## config.mk

```make
export PLATFORM = sky130hd
export DESIGN_NAME = restoring_divider
export DESIGN_NICKNAME = d
export VERILOG_FILES = /design/src/rtl/restoring_divider.sv
export SDC_FILE = /design/constraint.sdc
export NUM_CORES = 1
export LEC_CHECK = 0
export CORE_ASPECT_RATIO = 0.5
export CORE_MARGIN = 2
export CORE_UTILIZATION = 35
export DETAILED_ROUTE_END_ITERATION = 8
export PLACE_DENSITY = 0.57
export REMOVE_ABC_BUFFERS = 1
export SLEW_MARGIN = 15
export SYNTH_ARGS = -nofsm -noshare
export SYNTH_HDL_FRONTEND = slang
export SYNTH_SLANG_ARGS = --single-unit
```

## constraint.sdc

```tcl
create_clock -name clk -period 3.1 [get_ports clk]
set_input_delay 0.62 -clock clk [delete_from_list [all_inputs] [get_ports clk]]
set_output_delay 0.62 -clock clk [all_outputs]
set_load 0.1 [all_outputs]
```

## src/rtl/restoring_divider.sv

```systemverilog
module restoring_divider #(
  parameter int W = 8
) (
  input  logic         clk,
  input  logic         rst_n,
  input  logic         start,
  input  logic [W-1:0] dividend,
  input  logic [W-1:0] divisor,
  output logic         busy,
  output logic         done,
  output logic         div_err,
  output logic [W-1:0] quotient,
  output logic [W-1:0] remainder
);
  localparam int CW = $clog2(W + 1);

  logic [W:0]    a_q, m_q;
  logic [W-1:0]  q_q;
  logic [CW-1:0] cnt_q;
  logic          busy_q, done_q, err_q;

  wire accept  = start && !busy_q;
  wire dv_zero = (divisor == '0);
  wire dv_eq   = (divisor == dividend);
  wire dv_gt   = (divisor > dividend);

  wire [W:0]   a_sh  = {a_q[W-1:0], q_q[W-1]};
  wire [W:0]   trial = a_sh + m_q;
  wire         neg   = trial[W];
  wire [W:0]   a_nx  = neg ? a_sh : trial;
  wire [W-1:0] q_nx  = {q_q[W-2:0], ~neg};

  always_ff @(posedge clk) begin
    if (!rst_n) begin
      a_q    <= '0;
      m_q    <= '0;
      q_q    <= '0;
      cnt_q  <= '0;
      busy_q <= 1'b0;
      done_q <= 1'b0;
      err_q  <= 1'b0;
    end else begin
      done_q <= 1'b0;
      if (accept) begin
        m_q   <= -{1'b0, divisor};
        err_q <= 1'b0;
        if (dv_zero) begin
          err_q  <= 1'b1;
          done_q <= 1'b1;
          q_q    <= '1;
          a_q    <= {1'b0, dividend};
        end else if (dv_eq) begin
          done_q <= 1'b1;
          q_q    <= {{(W-1){1'b0}}, 1'b1};
          a_q    <= '0;
        end else if (dv_gt) begin
          done_q <= 1'b1;
          q_q    <= '0;
          a_q    <= {1'b0, dividend};
        end else begin
          busy_q <= 1'b1;
          cnt_q  <= CW'(W);
          q_q    <= dividend;
          a_q    <= '0;
        end
      end else if (busy_q) begin
        a_q   <= a_nx;
        q_q   <= q_nx;
        cnt_q <= cnt_q - 1'b1;
        if (cnt_q == CW'(1)) begin
          busy_q <= 1'b0;
          done_q <= 1'b1;
        end
      end
    end
  end

  assign busy      = busy_q;
  assign done      = done_q;
  assign div_err   = err_q;
  assign quotient  = q_q;
  assign remainder = a_q[W-1:0];

  wire [W:0] held_divisor = -m_q;

  p_reset_idle_r1: assert property (@(posedge clk)
    !rst_n |=> !busy && !done && !div_err && quotient == '0 && remainder == '0);

  p_zero_divisor_r2: assert property (@(posedge clk) disable iff (!rst_n)
    (accept && dv_zero) |=> done && div_err && !busy);

  p_equal_fast_r3: assert property (@(posedge clk) disable iff (!rst_n)
    (accept && !dv_zero && dv_eq) |=> done && !div_err && quotient == W'(1) && remainder == '0);

  p_larger_fast_r4: assert property (@(posedge clk) disable iff (!rst_n)
    (accept && dv_gt) |=> done && !div_err && quotient == '0 && remainder == $past(dividend));

  p_busy_ends_done_r5: assert property (@(posedge clk) disable iff (!rst_n)
    $fell(busy) |-> done);

  p_remainder_bound_r6: assert property (@(posedge clk) disable iff (!rst_n)
    (done && !div_err) |-> {1'b0, remainder} < held_divisor);

  p_ignore_start_r7: assert property (@(posedge clk) disable iff (!rst_n)
    (busy && start) |=> $stable(held_divisor));

  p_done_pulse_r8: assert property (@(posedge clk) disable iff (!rst_n)
    done |=> !done);

  p_hold_idle_r8: assert property (@(posedge clk) disable iff (!rst_n)
    (!busy && !start) |=> $stable(quotient) && $stable(remainder) && $stable(div_err));

  p_no_done_busy_r9: assert property (@(posedge clk) disable iff (!rst_n)
    !(busy && done));
endmodule

```

* Word level (Yosys, flattened, before mapping) *
Cells that the tools add are included.

word-level totals
  bits of input ports = 19
  output and inout bits = 19
  register bits after elaboration = 32
  logic and storage cells = 52

operators by class
  reduce and logical (&&, ||, !) cells = 6
  bitwise operators = 1
  magnitude comparators = 1
  add/subtract/negate cells = 3
  equal/unequal tests = 5
  mux-type cells = 29

operators with widths
  kind                                                                   number
  8-bit 2-to-1 mux                                                       11
  4-bit 2-to-1 mux                                                       5
  1-bit 2-to-1 mux                                                       13
  9-bit adder                                                            1
  8-bit negator with 9-bit output                                        1
  8-bit equality test                                                    1
  8-bit > comparator                                                     1
  8-bit logical NOT                                                      1
  2-bit != test, second input constant                                   3
  4-bit by 1-bit equality test with 1-bit output, second input constant  1
  4-bit AND reduction                                                    1
  4-bit by 1-bit subtractor with 4-bit output, second input constant     1
  3-bit AND reduction                                                    1
  2-bit nonzero test                                                     1
  1-bit logical AND                                                      1
  1-bit logical NOT                                                      1
  1-bit inverter                                                         1

* Depth between registers and ports, before layout *
Gate-level depths: netlist of run 1.

  depth after elaboration = 5
  gate-level depth with buffers = 10
  depth with buffers taken out = 9

* Worst setup path after synthesis of run 1 *
Ideal clock, no wire load.

  path kind = reg-to-reg
  from = register q_q[7] (netlist: quotient[7])
  to = register a_q[2]
  arrival time = 3.032 ns
  path buffers = 1
  data required time = 2.973 ns
  cell stages (with the launch flop) = 11
  path slack = -0.059 ns
  cell sequence = dfxtp_1 ha_1 inv_1 fa_1 nand2b_1 a21oi_2 o41ai_2 xnor2_1 clkbuf_1 mux2i_1 o22ai_1

on the way
  longest elaborated chain between the ends = 4

ends and longest elaborated chain
  element                   RTL line  text
  start: declaration        18        logic [W-1:0] q_q;
  start signal: assignment  54        q_q <= {{(W-1){1'b0}}, 1'b1};
  start signal: assignment  63        q_q <= dividend;
  start signal: assignment  68        q_q <= q_nx;
  9-bit adder               28        wire [W:0] trial = a_sh + m_q;
  8-bit 2-to-1 mux          30        wire [W:0] a_nx = neg ? a_sh : trial;
  8-bit 2-to-1 mux          66        end else if (busy_q) begin
  8-bit 2-to-1 mux          44        if (accept) begin
  end signal: assignment    51        a_q <= {1'b0, dividend};
  end signal: assignment    59        a_q <= {1'b0, dividend};
  end signal: assignment    67        a_q <= a_nx;
  end: declaration          17        logic [W:0] a_q, m_q;

No other way between the ends. The select of a mux whose other input is x is not followed.
A chain may end at the register's enable or synchronous reset.

* Worst setup path in the final report of run 1 *
  from = register q_q[7] (netlist: quotient[7])
  to = register a_q[3]

The elaborated chain is that of the path after synthesis.

==> results of run 1 <==
worst max-delay path, stage by stage (launching register included):
cell,delay [ns]
dfxtp_1,0.41
ha_1,0.25
inv_1,0.07
fa_1,0.39
nand2b_1,0.20
a21oi_2,0.18
o41ai_2,0.10
xnor2_1,0.12
buf_4,0.18
or4_1,0.53
a31oi_1,0.15
metrics by stage:
stage | hold WS [ns] | utilization [%] | cells
final | 0.462 | 46.0 | 386
after global routing | 0.484 | 46.0 | 386
after CTS | 0.464 | 46.0 | 386
after detailed placement | 0.457 | 43.5 | 378
after global placement | 0.457 | 43.5 | 378
after floorplan | 0.445 | - | 253
worst max-delay path by stage:
stage / startpoint / depth (start not counted) / endpoint / slack (ns)
after floorplan: quotient[7] / 9 / a_q[2] / -0.16
after global placement: divisor[0] / 9 / a_q[4] / 0.25
after detailed placement: divisor[0] / 9 / a_q[1] / 0.17
after CTS: quotient[7] / 10 / a_q[3] / 0.43
after global routing: divisor[0] / 9 / a_q[1] / 0.23
final: quotient[7] / 10 / a_q[3] / 0.44
flip-flops by register name (all words and copies together), names as in the netlist:
register  flops
m_q           9
a_q           8
quotient      8
cnt_q         4
busy          1
div_err       1
done          1
metal layers:
metal	wire, um	share of wire [%]	vias up
li1	-	-	1048
met1	2990	52	938
met2	2430	42	54
met3	348	6.0	3
met4	10	0.17	0
met5	0	0	-
layout make-up:
class,count,share of cell area [%]
Inverter,18,2.45
Multi-Input combinational cell,203,50.4
Timing Repair Buffer,48,15.1
Clock buffer,8,5.30
Tap cell,77,3.49
Sequential cell,32,23.2
synth_stat cells, types with 2 or more instances:
cell type / number / area, sq um
nor2_1: 9 / 33.8
buf_1: 2 / 7.51
o21ai_0: 21 / 105
mux2i_1: 2 / 20.0
a31oi_1: 7 / 43.8
nand2b_1: 5 / 31.3
a211oi_1: 2 / 15.0
clkbuf_1: 9 / 33.8
nor3_1: 18 / 90.1
nand3_1: 10 / 50.1
inv_1: 18 / 67.6
ha_1: 19 / 238
o32ai_1: 2 / 17.5
dfxtp_1: 32 / 641
or3_1: 5 / 31.3
xnor2_1: 9 / 78.8
a22oi_1: 2 / 15.0
and3_1: 2 / 12.5
and2_1: 7 / 43.8
nand4_1: 2 / 12.5
nor2b_1: 2 / 12.5
o21bai_1: 2 / 15.0
a21boi_0: 4 / 30.0
o22ai_1: 2 / 12.5
nand2_1: 18 / 67.6
a21o_1: 4 / 30.0
o21ai_1: 3 / 15.0
a21oi_1: 18 / 90.1
xor2_1: 5 / 43.8
power breakdown:
group          switching (mW)  internal [mW]
Combinational           0.372          0.176
Sequential             0.0418          0.455
Clock                   0.174          0.320
kinds of logic (layout without fill, tap and decap cells):
family / after synthesis / after routing / synth area share (%)
mux: 2 / 2 / 0.932
compound gates: 81 / 81 / 24.7
simple gates: 86 / 86 / 21.5
flops: 32 / 32 / 29.8
fa+ha+maj: 20 / 20 / 12.0
buf+inv: 30 / 74 / 5.30
xor+xnor: 14 / 14 / 5.71
==> summary by stage, run 1 <==
Run status
The flow ran to the end, and the final reports show no timing, DRC or antenna violations.

Finish
In the layout the commonest cells are 32 x dfxtp_1, 29 x buf_4, 21 x o21ai_0, 19 x ha_1. The finished cells cover 2760 sq um. In the final layout, the share of cells above drive strength 1 is 13.6%.

The count of nets after finishing is 347. Leaving out fill and tap cells, the most frequent cell in the layout is dfxtp_1. The area taken by flip-flops and latches is 641 sq um. Summing all multi-input logic gate instances after layout gives 1390 sq um. Counting the fill cells in the layout gives 605. The number of diodes added for antenna fixing is 0. The area growth from synthesis to layout is 28.6%.

GRT
The number of antenna violations at the first check in global routing was 0. Entering global routing, the biggest net connects 34 pins. The busiest layer in global routing is met2. The first global-routing pass estimated 9.50 mm of wire. The total global routing overflow is 0. Global routing consumed, on the met2 layer, 26.9% of the routing resources.

Global routing consumed, on the met3 layer, 4.60% of the routing resources. For met1 alone, demand over resource in global routing was 26.7%. Across every metal layer, demand over resource in global routing totals 18.0%. The via count of the first global-routing pass came to 1,858.

Clock network
The number of H-tree levels is 2. The clock sink total is 32. The total setup buffers inserted after CTS is 0. Clock latency on the worst-skew pair, taken at its later pin, is 0.28 ns. The post-CTS resize count is 0. The clock passes through at most 2 buffers. Buffers inserted during clock tree synthesis total 5.

The cell sitting at the root of the clock tree is a clkbuf_16. TritonCTS built the clock tree. Clock-pin slew was measured on the worst setup and hold paths at 0.05 ns. For this design, the CTS-stage hold fixing added 0 buffers.

Yosys
Yosys mapped a number of flops with a built-in enable equal to 0. The top flip-flop cell by instance count after synthesis is dfxtp_1. The cell count after synthesis came out at 265. The share of async-settable or async-resettable flops after synthesis is 0%.

The register area share after synthesis is 29.8%. The number of unique standard cell types used by synthesis is 53. After synthesis the cells add up to 2150 sq um.

Synthesis inferred 32 register bits. The synthesized area per cell is 8.10 sq um. The number of warnings issued by yosys is 0.

Drt
The routed layout has 2,043 vias. For this run, design rule violations remaining after detail routing come to 0. The per-cell routed wire length is 15.0 um. The number of optimization iterations in the first detailed-route pass is 4. The violation count after the first detailed-route iteration is 110. The detailed-route wire length is 5.79 mm. Dividing the detail-routed via count by the number of cells gives 5.29.

Once detail routing completed, the nets flagged for antenna violations numbered 0.

Timing
The final critical-path share of the clock period is 85.9%. The count of final max-slew check failures is 0. The clock period could shrink to 2.66 ns. The clock arrives with 0.00400 ns of skew. Setup repair after global routing left no endpoint under its margin. The setup slack after layout is 0.437 ns. The final hold violation count is 0. The setup TNS is 0 ns. Derived from the worst setup path, the maximum achievable clock frequency is 375 MHz.

Setup violations remaining at the end of the flow were counted as 0. The transition time at the pin with the least slew margin is 0.843 ns. The tightest slew margin relative to the limit is 43.6%.

Critical path
The path type of the worst setup path is flip-flop to flip-flop. The slack of the worst reg-to-reg path is 0.44 ns. At the worst endpoint, the required time is 3.30 ns. The reg-to-reg startpoint is quotient[7]. For the worst flop-to-flop path, the logic depth is 10. The kind of end point of the critical path is a flip-flop. The worst register-to-register path ends at a_q[3]. Of all nets on the critical path, the largest fanout is 12. The endpoint arrival time on the critical path is 2.86 ns. The kind of start point of the critical path is a flip-flop.

Floorplanning
The starting utilization of the core area is 35.7%. The floorplan step defined a die boundary enclosing 6820 sq um. 38 I/O pins were placed.

The floorplan step set the die width to 115 um. The die is 59.4 um tall. The placeable core region is 6010 sq um.

The number of core rows is 20.

Placed design
The congestion estimate from routability-driven global placement came to 0.819. Buffers placed on the I/O ports in this run total 37. The wire-length estimate of the detail-placed layout is 4.45 mm.

OpenSTA, run right after detailed placement, puts the worst setup slack at 0.172 ns. The placed instances occupy a cell area of 2620 sq um.

Worst hold path
The worst hold path terminates at m_q[8]. The start point of the worst min-delay path is m_q[8]. The tightest min-delay check is of the flip-flop to flip-flop type. The hold-critical path depth is 2.

Pwr
The power per unit of standard cell area is 557 nW/um^2. The static leakage power is 1.17 nW. The overall power of the completed layout is 1.54 mW.

Across the VDD grid, the largest voltage drop is 263 uV.

Job
Across the run, the number of max-cap violations was 0.
Power figures use the tool's default switching activity.
==> run 2: changes to the inputs <==
CORE_MARGIN = 3   (was 2)
CTS_CLUSTER_DIAMETER = 40   (was not set)
==> run 2 against run 1 <==
  * Flip-flop and latch count unchanged
  * Via count increased by 1.5%
  * Largest cell class unchanged
  * Global-route usage is 0.19 points lower
  * Sequential power about the same
  * Combinational power rose by 0.7%
  * Largest power group is now the clock network
  * Sequential share of layout area decreased by 0.19 points
  * Critical path type unchanged
  * Clock skew down 0.0013 ns
  * Utilization up 2.8 points
  * Critical path depth did not move
  * Setup slack got worse by 0.011 ns
  * Cell count shrank 0.26%
==> summary by stage, run 2 (same netlist as run 1, synthesis figures left out) <==
Run status
The flow ran to the end, and the final reports show no timing, DRC or antenna violations.

GRT
Summed over all layers, the global routing overflow is 0. Entering global routing, the biggest net connects 24 pins. The via count of the first global-routing pass was 1,924.

The global-route wire length before repair is 9.80 mm. In the global route stage, overall resource usage came out at 17.8%. The number of antenna violations at the first check in global routing is 0.

Pwr
The maximum resistive drop on vdd is 258 uV. Power spread over the standard cell area amounts to 577 nW/um^2. The analysis attributes to cell leakage a power of 1.19 nW. The overall power of the completed layout is 1.61 mW.

Floorplanning
The floorplan step defined a core boundary enclosing 5710 sq um. Measured along the y axis, the die boundary spans 61.4 um. The top-level I/O count is 38.

For this configuration, the core starts out at a cell density of 37.6%. The die covers 7170 sq um. The number of core rows is 19.

The die is 117 um wide.

Drt
In this run the remaining antenna-violating nets after routing total 0. The per-cell routed wire length is 15.7 um. The detailed-route wire length is 6.03 mm. After detailed routing, the number of remaining DRC violations is 0. After detailed routing, the number of vias per cell comes to 5.39. For this block, the via count after detailed routing is 2,074. The first detailed-routing pass took 4 iterations. For this block, the initial DRC count from the detailed router was 115.

Critical path
The data required time at the worst endpoint is 3.30 ns. STA classifies the critical path startpoint as a flip-flop. The critical path in this run is classified as flip-flop to flip-flop. The launching instance or port of the critical path is quotient[7]. The worst setup path is captured at a flip-flop. Along the worst path, the maximum fanout reaches 13. On the critical path, the stage with the largest delay is an instance of or4_1.

The critical path goes through ha_1 > inv_1 > fa_1 > nand2b_1 > a21oi_2 > o41ai_2 > xnor2_1 > buf_4 > or4_1 > a31oi_1. Data arrives at the worst endpoint at 2.87 ns. The reg-to-reg startpoint is quotient[7]. On the worst path, the slowest cell contributes a delay of 0.55 ns.

Clock network
The number of setup buffers added after CTS is 0. Clock tree synthesis found a total of 32 sinks. The tree is rooted in a clkbuf_16.

The longest clock path from root to sink contains 2 buffers. The clock latency of the later-clocked register in the worst-skew pair is 0.28 ns. After clock tree synthesis, the clock-pin slew on the worst setup and hold paths is 0.05 ns. The H-tree generated during clock tree synthesis spans 2 levels. The TritonCTS clock tree is done.

The count of hold-fix buffers inserted at cts is 0. The CTS buffer count is 5. The post-CTS resize count is 0.

Job
Max-cap violations in this run came to 0.

Finish
The area growth from synthesis to layout is 29.7%. Leaving out filler cells and counting taps, the final layout contains 385. The core occupancy in the finished layout is 48.8%.

The fill cell total of the finished layout is 567. The number of diodes added for antenna fixing is 0. m_q holds more flip-flops than any other register. The count of nets after finishing is 350. The library cell used most frequently in the layout, excluding fill and tap cells, is buf_4.

The share of final-layout standard cells stronger than drive strength 1 is 14.7%. Leaving out fill and tap cells, the most frequent cells in the layout are 33 x buf_4, 32 x dfxtp_1, 21 x o21ai_0, 19 x ha_1. The number of flip-flops in the largest register is 9.

Timing
The routed design could run at a clock period as short as 2.67 ns. Setup repair after global routing left no endpoint under its margin. Setup violations remaining at the end of the flow were counted as 0. Measured against its own limit, the worst slew margin works out to 46.5%. For the pin with the worst max-slew slack, the measured transition is 0.800 ns. The worst path uses 86.3% of the clock period. The final hold violation count is 0. For the final database, setup skew stands at 0.00268 ns.

The achievable clock frequency is 374 MHz. The count of final max-slew check failures is 0.

Placed design
The count of port buffers added during placement is 37. The placed wire-length estimate is 4.77 mm. Routability-driven placement finished with a final weighted congestion of 0.837. The total placed cells including tap cells is 377.

Worst hold path
The startpoint identified for the worst hold timing path is m_q[8]. The tightest min-delay check is of the flip-flop to flip-flop type.
## run 2: path summary, 6_finish.rpt
check	to	depth (start not counted)	slack (ns)
max	a_q[3]	10	0.43
min	m_q[8]	2	0.47
max reg2reg	a_q[3]	10	0.43
min reg2reg	m_q[8]	2	0.47
## run 2: metrics by stage
step / cell area [sq um] / setup TNS, ns / worst slack, ns / hold WS (ns)
global route: 2780 / 0 / 0.263 / 0.492
global placement: 2620 / 0 / 0.219 / 0.454
CTS: 2780 / 0 / 0.434 / 0.468
floorplan: 2100 / -0.865 / -0.155 / 0.445
finish: 2780 / 0 / 0.426 / 0.466
detailed placement: 2620 / 0 / 0.181 / 0.460
## run 2: power by group
| part | internal (mW) | switching, mW | total, mW |
|---|---|---|---|
| registers | 0.455 | 0.0427 | 0.497 |
| clock network | 0.378 | 0.178 | 0.556 |
| logic | 0.176 | 0.376 | 0.552 |
| total | 1.01 | 0.597 | 1.61 |
## run 2: layer usage
layer | vias up | global-route usage (%) | wire length [um]
met5 | - | 0 | 0
met4 | 0 | 4.08 | 28
met3 | 5 | 3.63 | 324
met2 | 45 | 26.6 | 2530
met1 | 969 | 26.4 | 3140
li1 | 1055 | - | -
## run 2: cell type report
| type | count | area (sq um) | share of cell area [%] |
|---|---|---|---|
| Sequential cell | 32 | 641 | 23.0 |
| Multi-Input combinational cell | 203 | 1390 | 50.0 |
| Clock inverter | 2 | 35.0 | 1.26 |
| Timing Repair Buffer | 51 | 428 | 15.4 |
| Tap cell | 73 | 91.3 | 3.28 |
| Inverter | 18 | 67.6 | 2.43 |
| Clock buffer | 6 | 129 | 4.63 |
## run 2: critical path: cells and delay by family (launching register included)
family                   cells  cell delay [ns]
AO/OA/AOI/OAI                3             0.43
adder cells (fa/ha/maj)      2             0.65
buffers and inverters        2             0.26
XOR/XNOR                     1             0.13
flip-flops                   1             0.39
AND/OR/NAND/NOR              2             0.74
==> run 3: changes to the inputs <==
CORE_ASPECT_RATIO = 1.4   (was 0.5)
CORE_UTILIZATION = 25   (was 35)
PLACE_DENSITY = 0.44   (was 0.57)
==> run 3 against run 2 <==
  * Setup slack gained 0.023 ns
  * Die area grew 36%
  * Critical endpoint unchanged
  * Via count shrank 1.6%
  * Sequential power shrank 1%
==> summary by stage, run 3 (same netlist as run 1, synthesis figures left out) <==
Worst hold path
In this run the most critical hold path is launched from m_q[8]. The path class of the lowest-slack min-delay path is flip-flop to flip-flop.

Critical path
STA classifies the critical path endpoint as a flip-flop. In this run the critical register-to-register path is launched from quotient[7]. The setup path with the least slack is of type flip-flop to flip-flop. The kind of start point of the critical path is a flip-flop. For the worst setup path, the data arrival time is 2.86 ns. In this run the worst setup path begins at quotient[7]. The data required time at the worst endpoint is 3.31 ns.

Of all nets on the critical path, the largest fanout is 15.

Placed design
The total placed cells including tap cells is 404. OpenSTA, run right after detailed placement, puts the worst setup slack at 0.201 ns. At the end of routability-driven placement, the weighted congestion stood at 0.777. The placed instances occupy a cell area of 2650 sq um. The count of port buffers added during placement is 37. The placed wire-length estimate is 5.10 mm.

Drt
Dividing the detail-routed wire length by the instance count gives 16.0 um. The detailed-route via count is 2,041. The detailed-route wire length is 6.59 mm.

The number of optimization iterations in the first detailed-route pass is 4. In the routed design, unresolved DRC markers number 0. The violation count after the first detailed-route iteration is 57.

The number of nets still failing antenna checks after routing is 0. The via density per instance is 4.95.

Floorplanning
The number of core rows is 39. The die is 84.3 um wide. The die covers 9750 sq um. For this configuration, the core starts out at a cell density of 26.0%. The die is 116 um tall. The top-level I/O count is 38. In this run the standard cell core region covers 8250 sq um.

Finish
The leading cell type in the layout, fill and taps excluded is dfxtp_1. The core occupancy in the finished layout is 34.0%. In the final layout, the share of cells above drive strength 1 is 14.5%. The finished cells cover 2800 sq um.

Leaving out fill and tap cells, the most frequent cells in the layout are 32 x dfxtp_1, 30 x buf_4, 21 x o21ai_0, 19 x ha_1. The repair_antennas step left the layout with diodes totalling 0. The area growth from synthesis to final layout is 30.5%. The count of nets after finishing is 348. The post-route non-filler standard cell count is 412. The number of flip-flops in the largest register is 9. The register name with the most flops is m_q.

Timing
The final hold violation count came to 0. The setup slack after layout is 0.449 ns. Clock skew on the completed layout was measured at 0.00444 ns.

The number of endpoints failing setup at the final stage is 0. The worst-case hold slack is 0.471 ns. The setup TNS is 0 ns. The post-route minimum period is 2.65 ns.

At the pin with the least slew margin, the transition time is 0.789 ns. The tightest slew margin relative to the limit is 47.2%. The worst path uses 85.5% of the clock period. Setup repair after global routing left no endpoint under its margin.

The count of final max-slew check failures is 0. Based on the critical path, the design can be clocked at up to 377 MHz.

GRT
The pin count of the biggest net entering global routing is 34. The number of antenna violations at the first check in global routing is 0. The global-route wire length before repair is 11.1 mm. Global routing consumed, over all layers together, 14.5% of the routing resources. The via count of the first global-routing pass is 2,144. After global routing the overflow that remains totals 0.

Clock network
The tree is rooted in a clkbuf_16. The count of hold-fix buffers inserted at cts is 0. The number of clock buffers added by TritonCTS is 5. For this design, the sink count on the clock tree is 32. After clock tree synthesis, the clock-pin slew on the worst setup and hold paths is 0.06 ns. The clock latency of the later-clocked register in the worst-skew pair is 0.28 ns. The H-tree generated during clock tree synthesis spans 2 levels. The total setup buffers inserted after CTS is 0.

The maximum root-to-sink buffer count is 2. The TritonCTS clock tree is done. The post-CTS resize count is 0.

Pwr
The maximum resistive drop on vdd is 320 uV. For this design the ratio of total power to cell area is 554 nW/um^2. The overall power of the completed layout is 1.55 mW. The static leakage power is 1.18 nW.

Job
The tool flagged a number of max-cap violations equal to 0.

Run status
The flow ran to the end, and the final reports show no timing, DRC or antenna violations.
-- run 3: power breakdown --
| part | switching (mW) | internal (mW) | leakage, nW | total (mW) |
|---|---|---|---|---|
| Combinational | 0.381 | 0.181 | 0.840 | 0.563 |
| Clock | 0.184 | 0.316 | 0.0766 | 0.501 |
| Sequential | 0.0358 | 0.455 | 0.264 | 0.490 |
| Total | 0.602 | 0.952 | 1.18 | 1.55 |
-- run 3: routing by layer --
layer	vias up	wire (um)	share of wire, %	GRT usage [%]
met1	958	2770	42	16.3
met3	10	193	2.9	2.56
met2	30	3440	52	26.6
met5	-	0	0	0
li1	1043	-	-	-
met4	0	191	2.9	6.22
-- run 3: cell type report --
| cell class | instances | area [sq um] |
|---|---|---|
| clock inverter | 2 | 10.0 |
| tap | 102 | 128 |
| fill | 890 | 5440 |
| clock buffer | 6 | 139 |
| timing repair buffer | 49 | 425 |
| multi-input combinational | 203 | 1390 |
| sequential | 32 | 641 |
| inverter | 18 | 67.6 |
-- run 3: path summary, 6_finish.rpt --
check                           endpoint  slack, ns  cells past startpoint
worst max-delay path              a_q[3]       0.45                     10
worst min-delay path              m_q[8]       0.47                      2
worst max register to register    a_q[3]       0.45                     10
worst min register to register    m_q[8]       0.47                      2
-- run 3: critical path: stages, from the launching register on --
cell and delay, ns:
dfxtp_1 0.39, ha_1 0.21, inv_1 0.06, fa_1 0.40
nand2b_1 0.19, a21oi_2 0.21, o41ai_2 0.11, xnor2_1 0.17
buf_12 0.17, or4_1 0.52, a31oi_1 0.14
